File: src/rtl/can_shared_port_pkg.sv
package can_shared_port_pkg;
  localparam int PORT_W   = 8;
  localparam int ADDR_W   = 2;
  localparam int NUM_CH   = 2;
  localparam logic [PORT_W-1:0] IMPL_MASK = 8'h3C;

  localparam logic [ADDR_W-1:0] A_DATA = 2'd0;
  localparam logic [ADDR_W-1:0] A_PINS = 2'd1;
  localparam logic [ADDR_W-1:0] A_DIR  = 2'd2;

  typedef enum logic [2:0] {
    ROLE_NONE, ROLE_GPIO, ROLE_TX, ROLE_RX
  } pin_role_e;

  function automatic int tx_pin(input int ch);
    return (ch == 0) ? 3 : 5;
  endfunction

  function automatic int rx_pin(input int ch);
    return (ch == 0) ? 2 : 4;
  endfunction

  function automatic pin_role_e pin_role(input int p);
    pin_role_e r;
    r = IMPL_MASK[p] ? ROLE_GPIO : ROLE_NONE;
    for (int c = 0; c < NUM_CH; c++) begin
      if (tx_pin(c) == p) r = ROLE_TX;
      if (rx_pin(c) == p) r = ROLE_RX;
    end
    return r;
  endfunction

  function automatic int pin_channel(input int p);
    int ch;
    ch = 0;
    for (int c = 0; c < NUM_CH; c++)
      if (tx_pin(c) == p || rx_pin(c) == p) ch = c;
    return ch;
  endfunction

  function automatic logic [PORT_W-1:0] data_view(
      input logic [PORT_W-1:0] dir, input logic [PORT_W-1:0] stored,
      input logic [PORT_W-1:0] pins);
    return ((dir & stored) | (~dir & pins)) & IMPL_MASK;
  endfunction
endpackage

File: src/rtl/pin_sync.sv
module pin_sync #(
  parameter int W = 8
) (
  input  logic         clk,
  input  logic         rst_n,
  input  logic [W-1:0] d,
  output logic [W-1:0] q
);
  logic [W-1:0] meta_q;
  logic [W-1:0] stab_q;

  always_ff @(posedge clk or negedge rst_n) begin
    if (!rst_n) begin
      meta_q <= '0;
      stab_q <= '0;
    end else begin
      meta_q <= d;
      stab_q <= meta_q;
    end
  end

  assign q = stab_q;
endmodule

File: src/rtl/port_regs.sv
module port_regs
  import can_shared_port_pkg::*;
(
  input  logic              clk,
  input  logic              rst_n,
  input  logic [ADDR_W-1:0] addr,
  input  logic              we,
  input  logic              re,
  input  logic [PORT_W-1:0] wdata,
  input  logic [PORT_W-1:0] pins_sync,
  output logic [PORT_W-1:0] rdata,
  output logic [PORT_W-1:0] data_q,
  output logic [PORT_W-1:0] dir_q
);
  logic wr_data, wr_dir, wr_ignored;
  assign wr_data    = we && (addr == A_DATA);
  assign wr_dir     = we && (addr == A_DIR);
  assign wr_ignored = we && (addr == A_PINS);

  // data register bits keep their value across reset
  always_ff @(posedge clk) begin
    if (wr_data) data_q <= wdata & IMPL_MASK;
  end

  always_ff @(posedge clk or negedge rst_n) begin
    if (!rst_n)      dir_q <= '0;
    else if (wr_dir) dir_q <= wdata & IMPL_MASK;
  end

  always_comb begin
    rdata = '0;
    if (re) begin
      unique case (addr)
        A_DATA:  rdata = data_view(dir_q, data_q, pins_sync);
        A_PINS:  rdata = pins_sync & IMPL_MASK;
        A_DIR:   rdata = dir_q;
        default: rdata = '0;
      endcase
    end
  end


  ro_write_chk: assert property (@(posedge clk) disable iff (!rst_n)
    wr_ignored |=> $stable(dir_q) && $stable(data_q));


  dir_mask_chk: assert property (@(posedge clk) disable iff (!rst_n)
    (dir_q & ~IMPL_MASK) == '0);
endmodule

File: src/rtl/pin_mux.sv
module pin_mux
  import can_shared_port_pkg::*;
(
  input  logic              clk,
  input  logic              rst_n,
  input  logic [PORT_W-1:0] data_q,
  input  logic [PORT_W-1:0] dir_q,
  input  logic [PORT_W-1:0] pad_in,
  input  logic [NUM_CH-1:0] ch_en,
  input  logic [NUM_CH-1:0] ch_tx,
  output logic [NUM_CH-1:0] ch_rx,
  output logic [PORT_W-1:0] pad_out,
  output logic [PORT_W-1:0] pad_oe,
  output logic [PORT_W-1:0] pin_owned
);
  for (genvar i = 0; i < PORT_W; i++) begin : g_pin
    localparam pin_role_e ROLE = pin_role(i);
    localparam int        CH   = pin_channel(i);
    if (ROLE == ROLE_NONE) begin : g_absent
      assign pin_owned[i] = 1'b0;
      assign pad_out[i]   = 1'b0;
      assign pad_oe[i]    = 1'b0;
    end else if (ROLE == ROLE_TX) begin : g_tx
      assign pin_owned[i] = ch_en[CH];
      assign pad_out[i]   = pin_owned[i] ? ch_tx[CH] : data_q[i];
      assign pad_oe[i]    = rst_n && (pin_owned[i] || dir_q[i]);
    end else if (ROLE == ROLE_RX) begin : g_rx
      assign pin_owned[i] = ch_en[CH];
      assign pad_out[i]   = pin_owned[i] ? 1'b0 : data_q[i];
      assign pad_oe[i]    = rst_n && !pin_owned[i] && dir_q[i];
    end else begin : g_gpio
      assign pin_owned[i] = 1'b0;
      assign pad_out[i]   = data_q[i];
      assign pad_oe[i]    = rst_n && dir_q[i];
    end
  end

  for (genvar c = 0; c < NUM_CH; c++) begin : g_ch
    assign ch_rx[c] = ch_en[c] ? pad_in[rx_pin(c)] : 1'b1;


    tx_owns_pin_chk: assert property (@(posedge clk) disable iff (!rst_n)
      ch_en[c] |-> pad_oe[tx_pin(c)] && (pad_out[tx_pin(c)] == ch_tx[c]));

    rx_pin_quiet_chk: assert property (@(posedge clk) disable iff (!rst_n)
      ch_en[c] |-> !pad_oe[rx_pin(c)]);

    rx_recessive_chk: assert property (@(posedge clk) disable iff (!rst_n)
      !ch_en[c] |-> ch_rx[c]);
  end
endmodule

File: src/rtl/can_shared_port.sv
module can_shared_port
  import can_shared_port_pkg::*;
(
  input  logic              clk,
  input  logic              rst_n,
  input  logic [ADDR_W-1:0] bus_addr,
  input  logic              bus_we,
  input  logic              bus_re,
  input  logic [PORT_W-1:0] bus_wdata,
  output logic [PORT_W-1:0] bus_rdata,
  input  logic [PORT_W-1:0] pad_in,
  output logic [PORT_W-1:0] pad_out,
  output logic [PORT_W-1:0] pad_oe,
  input  logic              ch0_en,
  input  logic              ch0_tx,
  output logic              ch0_rx,
  input  logic              ch1_en,
  input  logic              ch1_tx,
  output logic              ch1_rx
);
  logic [PORT_W-1:0] pins_sync;
  logic [PORT_W-1:0] data_q, dir_q, pin_owned;
  logic [NUM_CH-1:0] ch_rx;

  pin_sync #(.W(PORT_W)) u_sync (
    .clk(clk), .rst_n(rst_n), .d(pad_in), .q(pins_sync)
  );

  port_regs u_regs (
    .clk(clk), .rst_n(rst_n), .addr(bus_addr), .we(bus_we), .re(bus_re),
    .wdata(bus_wdata), .pins_sync(pins_sync), .rdata(bus_rdata),
    .data_q(data_q), .dir_q(dir_q)
  );

  pin_mux u_mux (
    .clk(clk), .rst_n(rst_n), .data_q(data_q), .dir_q(dir_q), .pad_in(pad_in),
    .ch_en({ch1_en, ch0_en}), .ch_tx({ch1_tx, ch0_tx}), .ch_rx(ch_rx),
    .pad_out(pad_out), .pad_oe(pad_oe), .pin_owned(pin_owned)
  );

  assign ch0_rx = ch_rx[0];
  assign ch1_rx = ch_rx[1];

  // cycles since reset release, saturating, for the latency check
  logic [1:0] live_cnt;
  always_ff @(posedge clk or negedge rst_n) begin
    if (!rst_n)              live_cnt <= '0;
    else if (live_cnt != 2'd3) live_cnt <= live_cnt + 2'd1;
  end


  reset_hiz_chk: assert property (@(posedge clk) !rst_n |-> pad_oe == '0);

  absent_bits_chk: assert property (@(posedge clk) disable iff (!rst_n)
    ((bus_rdata & ~IMPL_MASK) == '0) && ((pad_oe & ~IMPL_MASK) == '0));

  pin_latency_chk: assert property (@(posedge clk) disable iff (!rst_n)
    (live_cnt >= 2'd2) && bus_re && (bus_addr == A_PINS)
      |-> bus_rdata == ($past(pad_in, 2) & IMPL_MASK));

  idle_read_chk: assert property (@(posedge clk) disable iff (!rst_n)
    !bus_re |-> bus_rdata == '0);

  owned_not_gpio_chk: assert property (@(posedge clk) disable iff (!rst_n)
    (pin_owned == '0) |-> pad_oe == dir_q);
endmodule

File: config.mk
export PLATFORM = sky130hd
export DESIGN_NAME = can_shared_port
export DESIGN_NICKNAME = d
export VERILOG_FILES = /design/src/rtl/can_shared_port_pkg.sv /design/src/rtl/pin_sync.sv /design/src/rtl/port_regs.sv /design/src/rtl/pin_mux.sv /design/src/rtl/can_shared_port.sv
export SDC_FILE = /design/constraint.sdc
export NUM_CORES = 1
export LEC_CHECK = 0
export BUFFER_PORTS_ARGS = -buffer_cell sky130_fd_sc_hd__buf_2
export CORE_UTILIZATION = 42
export DETAILED_ROUTE_END_ITERATION = 7
export PLACE_DENSITY = 0.72
export SYNTH_ARGS = -nofsm -noshare
export SYNTH_HDL_FRONTEND = slang
export SYNTH_HIERARCHICAL = 1
export SYNTH_SLANG_ARGS = --single-unit
File: constraint.sdc
create_clock -name clk -period 0.8 [get_ports clk]
set_input_delay 0.08 -clock clk [delete_from_list [all_inputs] [get_ports clk]]
set_output_delay 0.08 -clock clk [all_outputs]
set_load 0.01 [all_outputs]
==> parameters.txt, run 1 <==
Parameter                              Value

Run status
  Run status    finished with violations
  Violations in the final reports    negative setup slack

Critical path
  CP max-delay cell    dfrtp_1
  Data arrival, critical path    ~1.2 ns
  Kind of end point of the critical path    output port
  Setup crit start kind    flip-flop
  WP buf/inv    1
  Critical path type    flip-flop to output port
  Data required time of the worst path    just over 0.7 ns
  Maximum net fanout on the critical path    3
  Largest delay contributor family on the critical path    flip-flops
  Critical Path, Cell by Cell    nor4b_4, a211oi_2, buf_2
  Maximum single-stage delay on the critical path    0.42 ns

Synthesis
  Mean instance size in the synthesized netlist    approximately 13 um2
  Mapped Cells    65
  Total of warnings raised by yosys    6
  Post-synthesis cell area    ~840 um2

CTS
  Clk_lat worst skew    0.28 ns
  Number of buffers added by the clock tree synthesis step    3
  Maximum clock insertion buffer count    2
  Worst-path clk slew    ~0.090 ns
  Clock H-tree levels    1
  Count of clock tree sinks    16
  TritonCTS clock tree    done
  Clk Tree Root Cell    clkbuf_4

Pwr
  Largest voltage drop on the vdd net    ~0.0015 V
  Leak pwr    approximately 0.63 nW
  Total power density per cell area    between 1500 and 2000 nW/um2

GRT
  Aggregate global routing overflow    0
  Global-route total usage across every layer    between 10% and 20%
  Via count of the first global-routing pass    roughly 570
  Initial antenna violation count    0
  Global-route wire length before repair    ~2600 um
  Largest net degree at the start of global routing    11

Route
  Final antenna-violating net count    0
  Wire length per cell after detailed routing    roughly 13 um
  Length of the first detailed-routing pass in iterations    4
  Drt via density    about 4.5
  DRC    0
  Via count    627
  Final Routed Wirelength    around 1800 um
  Violation count after the first detailed-route iteration    5

STA
  Hold slack final    0.0361 ns
  Unrepaired setup endpoints after global routing    yes
  Crit path time final    about 1.3 ns
  Achievable clock frequency    between 700 and 800 MHz
  Worst Clk Skew    ~0.0067 ns
  Number of failing hold endpoints at the final stage    0
  Least setup slack across all paths after layout    -0.462 ns
  Final worst path period share    158%
  Final count of pins violating max slew    0
  Setup TNS    -5.34 ns
  Final count of negative-setup-slack endpoints    16

Placed design
  # port buffers    31
  Routability cong.    0.716
  Placed wire-length estimate after detailed placement    around 1300 um

Cells and area
  Nets@finish    approximately 140
  Post-layout util    between 70% and 80%
  Fraction of final layout cells with drive strength greater than 1    between 50 and 60%
  Area Overhead vs Synth    54.0%
  Diodes inserted    0

Floorplan
  Initial Utilization    about 47%
  Die width    around 47 um
  Die outline height    approximately 47 um
  Number of rows in the core area    15
  # IOs    between 50 and 60
  Area enclosed by the die boundary    approximately 2200 um2
  Area of the core    approximately 1800 um2

Flow run
  Maximum Capacitance Violations    0

Worst hold path
  Hold crit path type    primary input to flip-flop
through the flow:
stage	cell area (um2)	total power, mW	setup WS (ns)	cells
3_3_place_gp	1110	1.44	-0.176	125
6_report	1300	2.07	-0.462	140
5_1_grt	1300	2.18	-0.532	140
2_1_floorplan	987	1.31	-0.0175	75
4_1_cts	1280	2.05	-0.467	138
3_5_place_dp	1110	1.45	-0.195	125
power breakdown:
| group | internal (mW) | switching, mW | total [mW] |
|---|---|---|---|
| Combinational | 0.350 | 0.225 | 0.575 |
| Clock | 0.277 | 0.248 | 0.525 |
| Sequential | 0.907 | 0.0589 | 0.966 |
| Total | 1.53 | 0.532 | 2.07 |
path summary, 6_finish.rpt:
check,startpoint,slack [ns],to,cells past startpoint
worst min-delay path,bus_wdata[2],0.04,u_regs/dir_q[2],2
worst max register to register,u_regs/dir_q[3],-0.13,u_regs/dir_q[3],2
max in group asynchronous,rst_n,0.22,u_sync/q[5],3
min in group asynchronous,rst_n,0.22,u_sync/meta_q[4],2
worst max-delay path,u_regs/dir_q[2],-0.46,bus_rdata[2],3
worst min register to register,u_sync/meta_q[5],0.35,u_sync/q[5],0
sequential cells by signal (all words and copies together), names as in the netlist:
signal	cells
u_regs/data_q	4
u_regs/dir_q	4
u_sync/meta_q	4
u_sync/q	4
worst reg2reg max path, delay by kind of cell, from the launching register on:
kind	cells	cell delay, ns
flip-flops	1	0.43
multiplexers	1	0.24
buffers and inverters	1	0.15
area by class of cell:
class	instances	area [um2]
Tap cell	25	31.3
Sequential cell	16	420
Timing Repair Buffer	50	365
Fill cell	140	503
Clock buffer	4	36.3
Multi-Input combinational cell	44	442
Inverter	1	3.75
metal layers:
metal / vias up / track usage, % / wire, um
li1: 299 / - / -
met1: 303 / 23.4 / 782
met2: 23 / 30.0 / 916
met3: 2 / 5.77 / 76
met4: 0 / 6.86 / 14
met5: - / 0 / 0
cells in the final DEF, fill, tap and decap left out:
cell type / instances
a211oi_2: 4
and2b_2: 2
and3b_2: 2
buf_2: 25
buf_4: 8
buf_6: 8
clkbuf_4: 3
clkbuf_8: 1
conb_1: 12
dfrtp_1: 12
dlygate4sd3_1: 9
edfxtp_1: 4
inv_1: 1
mux2_4: 6
nand2b_1: 7
nand2b_2: 3
nand3b_4: 1
nor3b_4: 1
nor4b_4: 4
o21a_1: 2
what timing repair did:
action                                  CTS  global route
resized for setup                         7             1
buffers inserted                          0             2
endpoints found under the hold margin    20             0
pin swaps                                 2             1
endpoints found under the setup margin   16            16
hold buffers                              9             0
No activity file was read; power rests on OpenSTA's default activity.
==> run 2, diff against run 1 <==
==> constraint.sdc (replaced) <==
create_clock -name clk -period 0.8 [get_ports clk]
set_input_delay 0.16 -clock clk [delete_from_list [all_inputs] [get_ports clk]]
set_output_delay 0.16 -clock clk [all_outputs]
set_load 0.01 [all_outputs]
==> run 2 against run 1 <==
Net effect: clock skew is 0.0066 ns lower; non-clock buffer count is 8 lower; the run still ends with negative setup slack left; largest cell class unchanged; highest routed layer unchanged; flip-flop and latch count stayed put.
==> parameters.txt, run 2 (synthesized netlist as in run 1, its figures left out) <==
Parameter                              Value

Placed design
  Routability cong.    0.751 (+4.9%)
  # port buffers    31 (unchanged)
  Placed wire-length estimate after detailed placement    1220 um (-2.5%)

CTS
  Worst-path clk slew    0.10 ns (about the same)
  Maximum clock insertion buffer count    2 (unchanged)
  Count of clock tree sinks    16 (unchanged)
  TritonCTS clock tree    done
  Clk_lat worst skew    0.28 ns (about the same)
  Clock H-tree levels    1 (unchanged)
  Number of buffers added by the clock tree synthesis step    3 (unchanged)
  Clk Tree Root Cell    clkbuf_4

Pwr
  Largest voltage drop on the vdd net    0.00165 V (+11%)
  Proportion of power drawn by flip-flops and latches    47.4% (+0.7 points)
  Leak pwr    0.599 nW (-5.4%)
  Power dissipated by switching net loads    0.540 mW (+1.6%)
  Total power density per cell area    1660 nW/um2 (+4.3%)
  Clock network fraction of design power    26.3% (+0.9 points)
  Switching share of total power    26.4% (+0.62 points)
  Internal power    1.51 mW (-1.7%)
  Power share of the combinational group    26.3% (-1.5 points)

Cells and area
  Total area of multi-input combinational cells    442 um2 (unchanged)
  Post-layout util    68.5% (-3.5 points)
  Diodes inserted    0 (unchanged)
  Nets@finish    134 (-5.6%)
  Area Overhead vs Synth    46.4%
  Highest-count cells in the layout ignoring fill and taps    buf_2 (24), conb_1 (12), dfrtp_1 (12), buf_6 (9), nand2b_1 (7)
  Fraction of final layout cells with drive strength greater than 1    59.8% (+0.68 points)
  Area taken by flip-flops and latches    420 um2 (unchanged)
  Most common cell after layout, fill and taps aside    buf_2
  Number of filler cells placed in the layout    143 (+2.1%)

Flow run
  Maximum Capacitance Violations    0 (unchanged)

Floorplan
  # IOs    52 (unchanged)
  Die width    46.8 um (unchanged)
  Area enclosed by the die boundary    2190 um2 (unchanged)
  Initial Utilization    46.8% (unchanged)
  Area of the core    1800 um2 (unchanged)
  Number of rows in the core area    15 (unchanged)
  Die outline height    46.8 um (unchanged)

Critical path
  Maximum single-stage delay on the critical path    0.44 ns (+0.02 ns)
  Critical Path, Cell by Cell    nor4b_4, a211oi_2, buf_2
  Worst R2R Start    u_regs/dir_q[2]
  Setup crit start kind    flip-flop
  Reg-to-reg slack, setup    -0.12 ns (about the same)
  Worst r2r dst    u_regs/dir_q[2]
  Data arrival, critical path    1.17 ns (about the same)
  Largest delay contributor family on the critical path    flip-flops
  Worst Reg-to-Reg Cells    2 (unchanged)
  WP buf/inv    1 (unchanged)
  Kind of end point of the critical path    output port
  Maximum net fanout on the critical path    3 (unchanged)
  CP max-delay cell    dfrtp_1
  Data required time of the worst path    0.64 ns (-0.08 ns)
  Critical path type    flip-flop to output port

Route
  Via count    579 (-7.7%)
  Final Routed Wirelength    1680 um (-6.0%)
  DRC    0 (unchanged)
  Routed met3 length    70 um (-7.9%)
  Violation count after the first detailed-route iteration    4 (-1)
  Sum of met2 wire segment lengths after detailed routing    882 um (-3.7%)
  Top routing layer in use    met4
  Length of the first detailed-routing pass in iterations    4 (unchanged)
  M1 wire length    714 um (-8.7%)
  Wire length per cell after detailed routing    12.7 um (-0.28%)
  Final antenna-violating net count    0 (unchanged)
  Drt via density    4.39 (-2.1%)

Worst hold path
  Hold crit path type    primary input to flip-flop
  Hold EP    u_regs/data_q[3]
  Hold Path Stages    1 (-1)
  Worst hold start    bus_wdata[3]

GRT
  Aggregate global routing overflow    0 (unchanged)
  Global-route wire length before repair    2430 um (-6.4%)
  Global-route total usage across every layer    17.0% (-1.4 points)
  Initial antenna violation count    0 (unchanged)
  Via count of the first global-routing pass    547 (-3.4%)
  Largest net degree at the start of global routing    11 (unchanged)

STA
  Least setup slack across all paths after layout    -0.532 ns (-0.0707 ns)
  Unrepaired setup endpoints after global routing    yes
  Hold slack final    0.0637 ns (+0.0276 ns)
  Number of failing hold endpoints at the final stage    0 (unchanged)
  Achievable clock frequency    751 MHz (-5.3%)
  Setup TNS    -6.12 ns (-0.784 ns)
  Final count of negative-setup-slack endpoints    16 (unchanged)
  Final worst path period share    167% (+8.8 points)
  Worst Clk Skew    0.0000417 ns (-0.00664 ns)
  Crit path time final    1.33 ns (+0.0707 ns)
  Final count of pins violating max slew    0 (unchanged)

Run status
  Violations in the final reports    negative setup slack
  Run status    finished with violations
==> run 2: how the worst max path moves through the flow <==
stage | from | end | slack, ns | cells after the start
6_report | u_regs/dir_q[3] | bus_rdata[3] | -0.53 | 3
5_1_grt | u_regs/data_q[3] | bus_rdata[3] | -0.61 | 3
4_1_cts | u_regs/dir_q[4] | bus_rdata[4] | -0.54 | 3
3_5_place_dp | bus_addr[0] | u_regs/dir_q[5] | -0.35 | 3
3_3_place_gp | bus_addr[0] | u_regs/dir_q[2] | -0.31 | 3
2_1_floorplan | u_regs/dir_q[3] | bus_rdata[3] | -0.1 | 2
==> run 2: metal layers <==
| metal | GRT usage [%] | up-vias |
|---|---|---|
| li1 | - | 285 |
| met2 | 28.1 | 23 |
| met1 | 21.3 | 269 |
| met3 | 3.46 | 2 |
| met4 | 8.57 | 0 |
| met5 | 0 | - |
==> run 2: final cells by class <==
cell class | count | area share, %
Multi-Input combinational cell | 44 | 35.8
Sequential cell | 16 | 34.0
Timing Repair Buffer | 42 | 24.4
Clock buffer | 4 | 2.94
Tap cell | 25 | 2.53
Inverter | 1 | 0.304
==> run 2: worst reg2reg max path: stages (launching register included) <==
cell	delay (ns)
dfrtp_1	0.44
buf_6	0.14
mux2_4	0.24
==> run 2: power groups by stage <==
| stage | Sequential [mW] | Combinational, mW | Clock, mW |
|---|---|---|---|
| after floorplan | 0.970 | 0.342 | 0 |
| after global placement | 0.980 | 0.448 | 0 |
| after detailed placement | 0.986 | 0.458 | 0 |
| after CTS | 0.973 | 0.538 | 0.551 |
| after global routing | 0.981 | 0.576 | 0.597 |
| final | 0.972 | 0.538 | 0.539 |
==> run 2: what timing repair did <==
action                                  in CTS  in global routing
hold buffers                                 5                  0
setup buffers                                1                  0
endpoints found under the setup margin      16                 16
resized for setup                           10                  0
pin swaps                                    2                  0
hold endpoints to repair                    16                  0
==> run 2: stage by stage <==
step                power [mW]  worst slack, ns  cell area, um2  cells
floorplan                 1.31          -0.0975             987     75
finish                    2.05           -0.532            1230    132
detailed placement        1.44           -0.347            1090    122
CTS                       2.06           -0.543            1230    132
global route              2.15           -0.614            1230    132
global placement          1.43           -0.305            1090    122
==> run 3, diff against run 2 <==
==> constraint.sdc (replaced) <==
create_clock -name clk -period 0.8 [get_ports clk]
set_input_delay 0.04 -clock clk [delete_from_list [all_inputs] [get_ports clk]]
set_output_delay 0.04 -clock clk [all_outputs]
set_load 0.01 [all_outputs]
==> run 3 against run 2 <==
Net effect: the flow still finishes with violations (negative setup slack); die area unchanged; flip-flop and latch count unchanged; clock skew increased by 0.0022 ns; setup slack improved by 0.091 ns; largest power group unchanged.
==> parameters.txt, run 3 (synthesized netlist as in run 1, its figures left out) <==
Parameter                              Value

Cells and area
  Cell Count, Final, Fillers Out    141 (+6.8%)
  Area Overhead vs Synth    52.8%
  Highest-count cells in the layout ignoring fill and taps    buf_2 (25), buf_6 (12), conb_1 (12), dfrtp_1 (12), dlygate4sd3_1 (9)
  Fraction of final layout cells with drive strength greater than 1    59.5% (-0.33 points)
  Diodes inserted    0 (unchanged)
  Most common cell after layout, fill and taps aside    buf_2
  Nets@finish    143 (+6.7%)
  Post-route standard cell area excluding fillers    1290 um2 (+4.4%)

Run status
  Violations in the final reports    negative setup slack
  Run status    finished with violations

Floorplan
  Area of the core    1800 um2 (unchanged)
  Die width    46.8 um (unchanged)
  Die outline height    46.8 um (unchanged)
  Initial Utilization    46.8% (unchanged)
  Number of rows in the core area    15 (unchanged)
  # IOs    52 (unchanged)
  Area enclosed by the die boundary    2190 um2 (unchanged)

Placed design
  Placement-stage cell area    1050 um2 (-3.3%)
  Routability cong.    0.757 (+0.79%)
  Placed wire-length estimate after detailed placement    1330 um (+8.9%)
  Placed insts    126 (+3.3%)
  # port buffers    31 (unchanged)

Route
  Violation count after the first detailed-route iteration    9 (+5)
  Length of the first detailed-routing pass in iterations    4 (unchanged)
  Via count    662 (+14%)
  DRC    0 (unchanged)
  Final antenna-violating net count    0 (unchanged)
  Final Routed Wirelength    2080 um (+24%)
  Drt via density    4.70 (+7.0%)
  Wire length per cell after detailed routing    14.8 um (+16%)

Critical path
  Worst R2R Start    u_regs/dir_q[2]
  Data required time of the worst path    0.76 ns (+0.12 ns)
  Setup crit start kind    flip-flop
  Data arrival, critical path    1.20 ns (+0.03 ns)
  Maximum net fanout on the critical path    2 (-1)
  Worst r2r dst    u_regs/dir_q[2]
  Critical path type    flip-flop to output port
  Kind of end point of the critical path    output port
  Worst Reg-to-Reg Cells    3 (+1)
  Reg-to-reg slack, setup    -0.21 ns (-0.09 ns)

STA
  Least setup slack across all paths after layout    -0.441 ns (+0.0910 ns)
  Number of failing hold endpoints at the final stage    0 (unchanged)
  Setup TNS    -5.23 ns (+0.895 ns)
  Worst Clk Skew    0.00228 ns (+0.00224 ns)
  Crit path time final    1.24 ns (-0.0910 ns)
  Final count of negative-setup-slack endpoints    16 (unchanged)
  Final count of pins violating max slew    0 (unchanged)
  Unrepaired setup endpoints after global routing    yes
  Final worst path period share    155% (-11 points)
  Achievable clock frequency    806 MHz (+7.3%)

CTS
  Maximum clock insertion buffer count    2 (unchanged)
  Count of clock tree sinks    16 (unchanged)
  Clock H-tree levels    1 (unchanged)
  Clk_lat worst skew    0.29 ns (about the same)
  Clk Tree Root Cell    clkbuf_4
  Worst-path clk slew    0.09 ns (about the same)
  Number of buffers added by the clock tree synthesis step    3 (unchanged)
  TritonCTS clock tree    done

Pwr
  Largest voltage drop on the vdd net    0.00113 V (-31%)
  Leak pwr    0.625 nW (+4.4%)
  Total power density per cell area    1660 nW/um2 (about the same)

GRT
  Global-route wire length before repair    3090 um (+27%)
  Global-route total usage across every layer    22.0% (+4.9 points)
  Via count of the first global-routing pass    672 (+23%)
  Aggregate global routing overflow    0 (unchanged)
  Largest net degree at the start of global routing    11 (unchanged)
  Initial antenna violation count    0 (unchanged)

Flow run
  Maximum Capacitance Violations    0 (unchanged)

Worst hold path
  Hold crit path type    primary input to async pin
## run 3: cell type report
type,instances,area (um2)
tap,25,31.3
multi-input combinational,44,409
sequential,16,420
inverter,1,3.75
fill,137,513
timing repair buffer,51,388
clock buffer,4,36.3
## run 3: worst max-delay path, stage by stage (launching register included)
cell      delay (ns)
edfxtp_1        0.42
nor4b_2         0.28
a211oi_2        0.06
buf_2           0.15
## run 3: power by group
part | internal, mW | leakage (nW) | switching (mW)
clock | 0.277 | 0.0210 | 0.272
combinational | 0.384 | 0.427 | 0.239
sequential | 0.907 | 0.177 | 0.0586
## run 3: layer usage
metal  part of all wire (%)  GRT usage, %  wire [um]
met2                     54          40.6       1120
met1                     40          24.6        828
met4                    1.4          10.3         29
met5                      0             0          0
met3                    5.0          3.46        105
## run 3: timing repair
item,4_1_cts,5_1_grt
endpoints found under the hold margin,23,0
setup endpoints to repair,16,16
hold buffers,9,0
pin swaps,0,2
setup buffers,2,2
gates resized for setup,16,3
## run 3: how the worst max path moves through the flow
stage                     slack (ns)  cells after the start               end             start
after floorplan                -0.02                      2  u_regs/data_q[2]       bus_addr[1]
final                          -0.44                      3      bus_rdata[5]  u_regs/data_q[5]
after CTS                      -0.42                      3      bus_rdata[3]  u_regs/data_q[3]
after global placement         -0.13                      3      bus_rdata[3]  u_regs/data_q[3]
after global routing           -0.50                      3      bus_rdata[5]   u_regs/dir_q[5]
after detailed placement       -0.16                      3      bus_rdata[3]  u_regs/data_q[3]
## run 3: stage by stage
step / hold WS, ns / setup slack (ns) / total power [mW] / utilization, %
3_3_place_gp: -0.133 / -0.126 / 1.42 / 58.5
4_1_cts: 0.172 / -0.425 / 2.13 / 71.3
2_1_floorplan: -0.256 / -0.0164 / 1.26 / -
5_1_grt: 0.175 / -0.504 / 2.23 / 71.5
6_report: 0.179 / -0.441 / 2.14 / 71.5
3_5_place_dp: -0.131 / -0.156 / 1.44 / 58.5
